[config.mk]
export PLATFORM = sky130hd
export DESIGN_NAME = mem_err_logger
export DESIGN_NICKNAME = d
export VERILOG_FILES = /design/src/rtl/errlog_pkg.sv /design/src/rtl/errlog_capture.sv /design/src/rtl/errlog_chan_sel.sv /design/src/rtl/errlog_regport.sv /design/src/rtl/mem_err_logger.sv
export SDC_FILE = /design/constraint.sdc
export NUM_CORES = 1
export LEC_CHECK = 0
export BUFFER_PORTS_ARGS = -buffer_cell sky130_fd_sc_hd__buf_2
export CORE_MARGIN = 1.5
export CORE_UTILIZATION = 47
export CTS_BUF_LIST = sky130_fd_sc_hd__clkbuf_8
export DETAILED_ROUTE_END_ITERATION = 10
export PLACE_DENSITY = 0.72
export SKIP_CTS_REPAIR_TIMING = 1
export SYNTH_ARGS = -nofsm -noshare
export SYNTH_HDL_FRONTEND = slang
export SYNTH_HIERARCHICAL = 1
export SYNTH_SLANG_ARGS = --single-unit
[constraint.sdc]
create_clock -name clk -period 3.8 [get_ports clk]
set_clock_uncertainty 0.05 [all_clocks]
set_input_delay 0.57 -clock clk [delete_from_list [all_inputs] [get_ports clk]]
set_output_delay 0.57 -clock clk [all_outputs]
set_load 0.05 [all_outputs]
[src/rtl/errlog_pkg.sv]
package errlog_pkg;
  localparam int N_CLS  = 2;
  localparam int CLS_CE = 0;
  localparam int CLS_UE = 1;

  typedef enum logic [2:0] {
    RA_FIRST = 3'd0,
    RA_NEXT  = 3'd1,
    RA_CELOG = 3'd2,
    RA_UELOG = 3'd3,
    RA_SYN   = 3'd4
  } reg_addr_e;
endpackage

[src/rtl/errlog_capture.sv]
module errlog_capture #(
  parameter int LOG_W = 38
) (
  input  logic             clk,
  input  logic             rst,
  input  logic             evt,
  input  logic [LOG_W-1:0] evt_log,
  input  logic             clr_first,
  input  logic             clr_next,
  output logic             first_q,
  output logic             next_q,
  output logic [LOG_W-1:0] log_q
);
  logic first_kept, next_kept;

  always_comb begin
    first_kept = first_q & ~clr_first;
    next_kept  = next_q  & ~clr_next;
  end

  always_ff @(posedge clk) begin
    if (rst) begin
      first_q <= 1'b0;
      next_q  <= 1'b0;
      log_q   <= '0;
    end else if (evt) begin
      first_q <= 1'b1;
      if (first_kept) begin
        next_q <= 1'b1;
      end else begin
        next_q <= next_kept;
        log_q  <= evt_log;
      end
    end else begin
      first_q <= first_kept;
      next_q  <= next_kept;
    end
  end


  evt_sets_first_chk: assert property (@(posedge clk) disable iff (rst)
    evt |=> first_q);


  repeat_sets_next_chk: assert property (@(posedge clk) disable iff (rst)
    (evt && first_q && !clr_first) |=> next_q);


  repeat_keeps_log_chk: assert property (@(posedge clk) disable iff (rst)
    (evt && first_q && !clr_first) |=> $stable(log_q));


  load_takes_payload_chk: assert property (@(posedge clk) disable iff (rst)
    (evt && !(first_q && !clr_first)) |=> (log_q == $past(evt_log)));
endmodule

[src/rtl/errlog_chan_sel.sv]
module errlog_chan_sel #(
  parameter int SYN_W = 16
) (
  input  logic [SYN_W-1:0] syn,
  output logic             chan
);
  localparam int HALF = SYN_W / 2;
  localparam int QTR  = SYN_W / 4;

  logic hi_zero, lo_zero, q3_zero, q2_zero;

  always_comb begin
    hi_zero = (syn[SYN_W-1:HALF] == '0);
    lo_zero = (syn[HALF-1:0] == '0);
    q3_zero = (syn[SYN_W-1:SYN_W-QTR] == '0);
    q2_zero = (syn[SYN_W-QTR-1:HALF] == '0);
    if (hi_zero)               chan = 1'b0;
    else if (lo_zero)          chan = 1'b1;
    else if (q3_zero || q2_zero) chan = 1'b0;
    else                       chan = 1'b1;
  end
endmodule

[src/rtl/errlog_regport.sv]
module errlog_regport
  import errlog_pkg::*;
#(
  parameter int PAGE_W   = 22,
  parameter int SYN_W    = 16,
  parameter int DATA_W   = 32,
  parameter int PAGE_LSB = 6,
  parameter int ADDR_W   = 3
) (
  input  logic              clk,
  input  logic              rst,
  input  logic [N_CLS-1:0]  first_st,
  input  logic [N_CLS-1:0]  next_st,
  input  logic [PAGE_W-1:0] ce_page_log,
  input  logic [SYN_W-1:0]  ce_syn_log,
  input  logic              ce_chan,
  input  logic [PAGE_W-1:0] ue_page_log,
  input  logic [ADDR_W-1:0] reg_addr,
  output logic [DATA_W-1:0] reg_rdata
);
  logic [DATA_W-1:0] rd_mux;

  always_comb begin
    rd_mux = '0;
    if (reg_addr == ADDR_W'(RA_FIRST))      rd_mux[N_CLS-1:0] = first_st;
    else if (reg_addr == ADDR_W'(RA_NEXT))  rd_mux[N_CLS-1:0] = next_st;
    else if (reg_addr == ADDR_W'(RA_CELOG)) rd_mux[PAGE_LSB +: PAGE_W] = ce_page_log;
    else if (reg_addr == ADDR_W'(RA_UELOG)) rd_mux[PAGE_LSB +: PAGE_W] = ue_page_log;
    else if (reg_addr == ADDR_W'(RA_SYN)) begin
      rd_mux[SYN_W-1:0] = ce_syn_log;
      rd_mux[SYN_W]     = ce_chan;
    end
  end

  always_ff @(posedge clk) begin
    if (rst) reg_rdata <= '0;
    else     reg_rdata <= rd_mux;
  end


  unmapped_reads_zero_chk: assert property (@(posedge clk) disable iff (rst)
    (reg_addr > ADDR_W'(RA_SYN)) |=> (reg_rdata == '0));
endmodule

[src/rtl/mem_err_logger.sv]
module mem_err_logger
  import errlog_pkg::*;
#(
  parameter int PAGE_W   = 22,
  parameter int SYN_W    = 16,
  parameter int DATA_W   = 32,
  parameter int PAGE_LSB = 6,
  parameter int ADDR_W   = 3
) (
  input  logic              clk,
  input  logic              rst,
  input  logic              ce_evt,
  input  logic [PAGE_W-1:0] ce_page,
  input  logic [SYN_W-1:0]  ce_syn,
  input  logic              ue_evt,
  input  logic [PAGE_W-1:0] ue_page,
  input  logic [ADDR_W-1:0] reg_addr,
  input  logic              reg_wr,
  input  logic [DATA_W-1:0] reg_wdata,
  output logic [DATA_W-1:0] reg_rdata,
  output logic              irq
);
  localparam int LOG_W = PAGE_W + SYN_W;

  logic [N_CLS-1:0] evt, clr_first, clr_next, first_st, next_st;
  logic [LOG_W-1:0] log_in [N_CLS];
  logic [LOG_W-1:0] log_q  [N_CLS];
  logic             ce_chan;
  logic             irq_d;

  assign evt[CLS_CE]    = ce_evt;
  assign evt[CLS_UE]    = ue_evt;
  assign log_in[CLS_CE] = {ce_syn, ce_page};
  assign log_in[CLS_UE] = {{SYN_W{1'b0}}, ue_page};

  assign clr_first = (reg_wr && reg_addr == ADDR_W'(RA_FIRST)) ? reg_wdata[N_CLS-1:0] : '0;
  assign clr_next  = (reg_wr && reg_addr == ADDR_W'(RA_NEXT))  ? reg_wdata[N_CLS-1:0] : '0;

  for (genvar c = 0; c < N_CLS; c++) begin : g_cls
    errlog_capture #(.LOG_W(LOG_W)) u_cap (
      .clk       (clk),
      .rst       (rst),
      .evt       (evt[c]),
      .evt_log   (log_in[c]),
      .clr_first (clr_first[c]),
      .clr_next  (clr_next[c]),
      .first_q   (first_st[c]),
      .next_q    (next_st[c]),
      .log_q     (log_q[c])
    );
  end

  errlog_chan_sel #(.SYN_W(SYN_W)) u_chan (
    .syn  (log_q[CLS_CE][LOG_W-1:PAGE_W]),
    .chan (ce_chan)
  );

  errlog_regport #(
    .PAGE_W(PAGE_W), .SYN_W(SYN_W), .DATA_W(DATA_W),
    .PAGE_LSB(PAGE_LSB), .ADDR_W(ADDR_W)
  ) u_regs (
    .clk         (clk),
    .rst         (rst),
    .first_st    (first_st),
    .next_st     (next_st),
    .ce_page_log (log_q[CLS_CE][PAGE_W-1:0]),
    .ce_syn_log  (log_q[CLS_CE][LOG_W-1:PAGE_W]),
    .ce_chan     (ce_chan),
    .ue_page_log (log_q[CLS_UE][PAGE_W-1:0]),
    .reg_addr    (reg_addr),
    .reg_rdata   (reg_rdata)
  );

  // Any event, or any status bit that survives this cycle's clears, holds irq.
  assign irq_d = (|evt) | (|(first_st & ~clr_first)) | (|(next_st & ~clr_next));

  always_ff @(posedge clk) begin
    if (rst) irq <= 1'b0;
    else     irq <= irq_d;
  end


  irq_tracks_status_chk: assert property (@(posedge clk) disable iff (rst)
    irq == (|{first_st, next_st}));


  both_classes_chk: assert property (@(posedge clk) disable iff (rst)
    (ce_evt && ue_evt) |=> (first_st == '1));
endmodule

==> results.py, run 1 <==
metrics = {
    "outcome": {
        "status": "complete, but fails checks",
        "violations": "design-rule violations",
    },
    "detailed_routing": {
        "ant_nets": 0,
        "drcViolationCount": 7,
        "wirelength_mm": 8.69,
        "first_pass_iters": 11,
        "viasPerCell": 4.98,
        "routed-via-count": 3110,
        "first_iter_violations": 91,
        "routedWlPerCell_um": 13.9,
    },
    "sta": {
        "drv_slew": 0,
        "final.setup.worst_slack_ns": 1.41,
        "fmax_mhz": 419,
        "period_share_pct": 62.8,
        "rsz0062_at_grt": "false",
        "setup_violations": 0,
        "slew_headroom_pct": 41.4,
        "period_minus_slack_ns": 2.39,
        "finalSetupTns_ns": 0,
        "worst_pin_slew_ns": 0.876,
        "hold_viol": 0,
    },
    "power": {
        "p_comb_share_pct": 13.8,
        "power.density_mw_per_mm2": 421,
        "leakagePower_nw": 2.11,
        "vdd_drop_max_mv": 0.238,
        "pwr-share-seq_pct": 50.6,
        "p_clk_share_pct": 35.6,
        "p_sw_w": 0.000537,
        "p_int_w": 0.00155,
        "switching_share_pct": 25.7,
    },
    "critical_path": {
        "path_common_cell": "nor2b_4",
        "critPathMaxFanout": 24,
        "critPathMaxStageDelay_ns": 0.56,
        "crit_type": "in2reg",
        "critPathSlowestCell": "or4bb_1",
        "cp_data_arrival_time_ns": 2.61,
        "cp_num_buf_inv": 2,
        "required_ns": 4.03,
        "critical-path-top-delay-family": "simple AND/OR/NAND/NOR gates",
        "crit_path_end_kind": "register",
        "critPathLaunchType": "primary input",
        "worstPathCellList": "buf_2 > or4bb_1 > nor2_1 > nor2b_4 > nor2b_4 > buf_12 > mux2i_1",
    },
    "synth": {
        "avgSynthCellArea_um2": 10.0,
        "syn_inst": 430,
        "netlist_area_mm2": 0.00431,
        "yosys_warnings": 6,
    },
    "cts": {
        "cts_sinks": 93,
        "clk_pin_slew_ns": 0.09,
        "cts_max_path_buffers": 2,
        "h-tree-depth": 3,
        "clkLatencyLatePin_ns": 0.35,
        "cts_buffers": 9,
        "cts_root_buf": "clkbuf_8",
        "cts_tree": "built",
    },
    "place": {
        "dp.final_hpwl_mm": 6.04,
        "place_congestion": 0.804,
        "dp_slack_ns": 1.04,
        "io_buffers": 98,
    },
    "hold_path": {
        "hold_class": "in2reg",
    },
    "global_route": {
        "gr-usage-all-layers_pct": 18.4,
        "grt-ovfl-total": 0,
        "grt_pass1_vias": 3081,
        "grt_first_pass_wirelength_mm": 14.2,
        "grt_max_degree": 58,
        "antenna_found_initial": 0,
    },
    "cells_and_area": {
        "final_layout_size_suffix_gt1_share_pct": 26.7,
        "areaGrowthSynthToFinish_pct": 15.0,
        "n_antenna_cell": 0,
        "nets": 611,
    },
    "floorplanning": {
        "die_x_um": 98.8,
        "io-pin-count": 133,
        "die-area_mm2": 0.00976,
        "dieHeight_um": 98.8,
        "initial_core_util_pct": 49.0,
        "fp-row-count": 34,
        "core_area_mm2": 0.00881,
    },
    "flow_run": {
        "max-cap-violations": 0,
    },
}
-- registers in the layout (all words and copies together), names as in the netlist --
signal and cells:
u_regs/reg_rdata 28, g_cls.u_cap/log_q 60, irq 1, g_cls.u_cap/first_q 2, g_cls.u_cap/next_q 2
-- per-layer routing --
metal  GRT usage, %  part of all wire (%)  routed length [µm]
met2           30.6                    47                4080
met4           7.69                  0.92                  80
met5              0                     0                   0
met1           23.4                    48                4130
met3           3.48                   4.6                 400
-- power by group through the flow --
stage               combinational, W  sequential, W  clock (W)
detailed placement          0.000291        0.00108          0
CTS                         0.000292        0.00106   0.000768
global placement            0.000286        0.00108          0
floorplan                   0.000207        0.00110          0
global route                0.000315        0.00106   0.000805
finish                      0.000289        0.00106   0.000742
-- cell usage in the layout, fill, tap and decap left out, types with 2 or more instances in the layout --
master     count
conb_1         4
a21oi_1        3
nor4_2         2
clkbuf_8      10
o21ai_0        2
a2111oi_0      3
nand2_1       12
inv_1          3
a221oi_2      10
a211oi_1       2
nor2b_4        4
o21ai_1       11
bufinv_16      2
mux2i_1       71
nor2b_1        6
buf_4          4
and2_1         4
nand2b_1     121
dfxtp_1       93
buf_2         98
inv_6          2
nor2_1        32
-- cell type report --
| cell class | instances | area (µm²) |
|---|---|---|
| repair buffers | 103 | 541 |
| clock buffers | 10 | 138 |
| fillers | 813 | 3850 |
| inverters | 3 | 11.3 |
| clock inverters | 6 | 91.3 |
| multi-input cells | 301 | 2180 |
| well taps | 108 | 135 |
| flip-flops and latches | 93 | 1860 |
-- through the flow --
| stage | total power [W] | instances | utilization, % | cell area [µm²] | hold slack (ns) |
|---|---|---|---|---|---|
| 2_1_floorplan | 0.00130 | 433 | - | 4320 | 0.395 |
| 3_3_place_gp | 0.00136 | 608 | 53.7 | 4730 | 0.408 |
| 3_5_place_dp | 0.00137 | 608 | 53.7 | 4730 | 0.411 |
| 4_1_cts | 0.00212 | 624 | 56.3 | 4960 | 0.394 |
| 5_1_grt | 0.00218 | 624 | 56.3 | 4960 | 0.399 |
| 6_report | 0.00209 | 624 | 56.3 | 4960 | 0.414 |
-- worst reg2reg max path: cells and delay by family (launching register included) --
| family | cells | cell delay (ns) |
|---|---|---|
| buffers and inverters | 1 | 0.29 |
| DFF | 1 | 0.34 |
| and+or+nand+nor | 2 | 0.67 |
| muxes | 1 | 0.24 |
-- final timing paths --
path / startpoint / endpoint / slack, ns / cells after the start
worst min register to register: g_cls[0].u_cap/log_q[15] / g_cls[0].u_cap/log_q[15] / 0.42 / 2
worst max-delay path: reg_addr[2] / g_cls[0].u_cap/log_q[22] / 1.41 / 7
worst max register to register: g_cls[0].u_cap/first_q / g_cls[0].u_cap/log_q[22] / 2.14 / 4
worst min-delay path: ce_page[4] / g_cls[0].u_cap/log_q[4] / 0.41 / 3
Power figures use the tool's default switching activity.
==> inputs of run 2 (changes only) <==
--- a/config.mk
+++ b/config.mk
@@ -5,12 +5,13 @@
 export SDC_FILE = /design/constraint.sdc
 export NUM_CORES = 1
 export LEC_CHECK = 0
+export ABC_AREA = 1
 export BUFFER_PORTS_ARGS = -buffer_cell sky130_fd_sc_hd__buf_2
 export CORE_MARGIN = 1.5
 export CORE_UTILIZATION = 47
 export CTS_BUF_LIST = sky130_fd_sc_hd__clkbuf_8
 export DETAILED_ROUTE_END_ITERATION = 10
-export PLACE_DENSITY = 0.72
+export PLACE_DENSITY = 0.74
 export SKIP_CTS_REPAIR_TIMING = 1
 export SYNTH_ARGS = -nofsm -noshare
 export SYNTH_HDL_FRONTEND = slang
==> constraint.sdc (replaced) <==
create_clock -name clk -period 2.15 [get_ports clk]
set_clock_uncertainty 0.05 [all_clocks]
set_input_delay 0.3225 -clock clk [delete_from_list [all_inputs] [get_ports clk]]
set_output_delay 0.3225 -clock clk [all_outputs]
set_load 0.05 [all_outputs]
==> run 2 against run 1 <==
  * The run now ends clean
  * Via count increased by 34%
  * Combinational power increased by 140%
  * Utilization decreased by 1.5 points
  * Register-to-register slack got worse by 1.2 ns
  * Worst setup slack got worse by 0.61 ns
  * Global-route usage increased by 1.4 points
  * Sequential power increased by 80%
  * Highest routed layer unchanged
==> results.py, run 2 <==
metrics = {
    "global_route": {
        "grtUsageMet2_pct": 31.0,
        "grt_max_degree": 69,
        "busiest_layer": "met2",
        "gr-usage-all-layers_pct": 19.8,
        "grt-ovfl-total": 0,
        "grt_pass1_vias": 3792,
        "antenna_found_initial": 0,
        "use_met3_pct": 3.65,
        "grt_first_pass_wirelength_mm": 17.3,
        "grtUsageMet1_pct": 26.7,
    },
    "cells_and_area": {
        "fillCellCount": 981,
        "final_common_cell": "nand3_1",
        "top_register": "g_cls.u_cap/log_q",
        "fin_cells": 888,
        "largest_register_ffs": 60,
        "post-route-cell-area_mm2": 0.00536,
        "layout_common_cells": "117 x nand3_1, 109 x inv_1, 106 x nor2_1",
        "top_regs": "g_cls.u_cap/log_q x60, u_regs/reg_rdata x28",
        "areaGrowthSynthToFinish_pct": 12.8,
        "final_layout_size_suffix_gt1_share_pct": 26.0,
        "n_antenna_cell": 0,
        "nets": 851,
    },
    "cts": {
        "h-tree-depth": 3,
        "cts_tree": "built",
        "cts_root_buf": "clkbuf_8",
        "clkLatencyLatePin_ns": 0.37,
        "cts_max_path_buffers": 2,
        "cts_buffers": 9,
        "clk_pin_slew_ns": 0.09,
        "cts_sinks": 93,
    },
    "floorplanning": {
        "die-area_mm2": 0.0107,
        "die_x_um": 104,
        "initial_core_util_pct": 48.6,
        "io-pin-count": 133,
        "dieHeight_um": 104,
        "core_area_mm2": 0.00977,
        "fp-row-count": 36,
    },
    "critical_path": {
        "crit_type": "reg2out",
        "reg2reg_depth": 5,
        "cp_num_buf_inv": 1,
        "cp_data_arrival_time_ns": 0.97,
        "worstPathCellList": "buf_2",
        "critPathMaxFanout": 1,
        "crit_path_end_kind": "output port",
        "critPathMaxStageDelay_ns": 0.34,
        "critical-path-top-delay-family": "flip-flops",
        "critical_path_depth": 1,
        "required_ns": 1.78,
        "critPathLaunchType": "register",
        "critPathSlowestCell": "dfxtp_1",
    },
    "detailed_routing": {
        "routed-via-count": 4158,
        "first_pass_iters": 4,
        "drcViolationCount": 0,
        "routedWlPerCell_um": 11.6,
        "wirelength_mm": 10.3,
        "first_iter_violations": 289,
        "viasPerCell": 4.68,
        "ant_nets": 0,
    },
    "synth": {
        "yosys_warnings": 6,
        "netlist_area_mm2": 0.00475,
        "avgSynthCellArea_um2": 6.97,
        "syn_inst": 681,
    },
    "place": {
        "io_buffers": 98,
        "placed_area_mm2": 0.00514,
        "dp_cells": 873,
        "dp.final_hpwl_mm": 7.50,
        "place_congestion": 0.828,
    },
    "sta": {
        "finalSetupTns_ns": 0,
        "setup_violations": 0,
        "fmax_mhz": 743,
        "drv_slew": 0,
        "fin_hold_ws_ns": 0.216,
        "slew_headroom_pct": 57.0,
        "rsz0062_at_grt": "false",
        "period_share_pct": 62.6,
        "period_minus_slack_ns": 1.35,
        "worst_pin_slew_ns": 0.645,
        "hold_viol": 0,
    },
    "power": {
        "leakagePower_nw": 2.71,
        "vdd_drop_max_mv": 0.342,
        "power.density_mw_per_mm2": 719,
        "finalPower_w": 0.00385,
    },
    "hold_path": {
        "whs_path_depth": 5,
        "hold_class": "in2reg",
    },
    "flow_run": {
        "max-cap-violations": 0,
    },
    "outcome": {
        "status": "finished clean",
    },
}
run 2: final cells by class:
| class | instances | area (µm²) | area share (%) |
|---|---|---|---|
| Multi-Input combinational cell | 418 | 2060 | 38.4 |
| Sequential cell | 93 | 1860 | 34.8 |
| Tap cell | 133 | 166 | 3.11 |
| Inverter | 117 | 439 | 8.20 |
| Timing Repair Buffer | 112 | 621 | 11.6 |
| Clock buffer | 9 | 124 | 2.31 |
| Clock inverter | 6 | 88.8 | 1.66 |
run 2: final timing paths:
check / end / start / slack, ns
setup / recovery: reg_rdata[16] / u_regs/reg_rdata[16] / 0.80
hold / removal: g_cls[1].u_cap/log_q[0] / ue_page[0] / 0.22
setup reg to reg: g_cls[0].u_cap/log_q[34] / g_cls[0].u_cap/first_q / 0.91
hold reg to reg: u_regs/reg_rdata[2] / g_cls[0].u_cap/log_q[24] / 0.40
run 2: routing by layer:
metal	wire, µm	part of all wire, %
met1	5040	49
met2	4610	45
met3	477	4.6
met5	0	0
met4	187	1.8
run 2: metrics by stage:
step           util, %  setup slack [ns]
5_1_grt           54.8             0.700
3_3_place_gp      52.6             0.474
6_report          54.8             0.804
4_1_cts           54.8             0.773
3_5_place_dp      52.6             0.438
2_1_floorplan        -             0.900
run 2: report_power, final:
part / switching [W] / internal, W / total, W
Clock: 0.000608 / 0.000648 / 0.00126
Sequential: 0.0000770 / 0.00183 / 0.00191
Combinational: 0.000434 / 0.000255 / 0.000689
Total: 0.00112 / 0.00274 / 0.00385
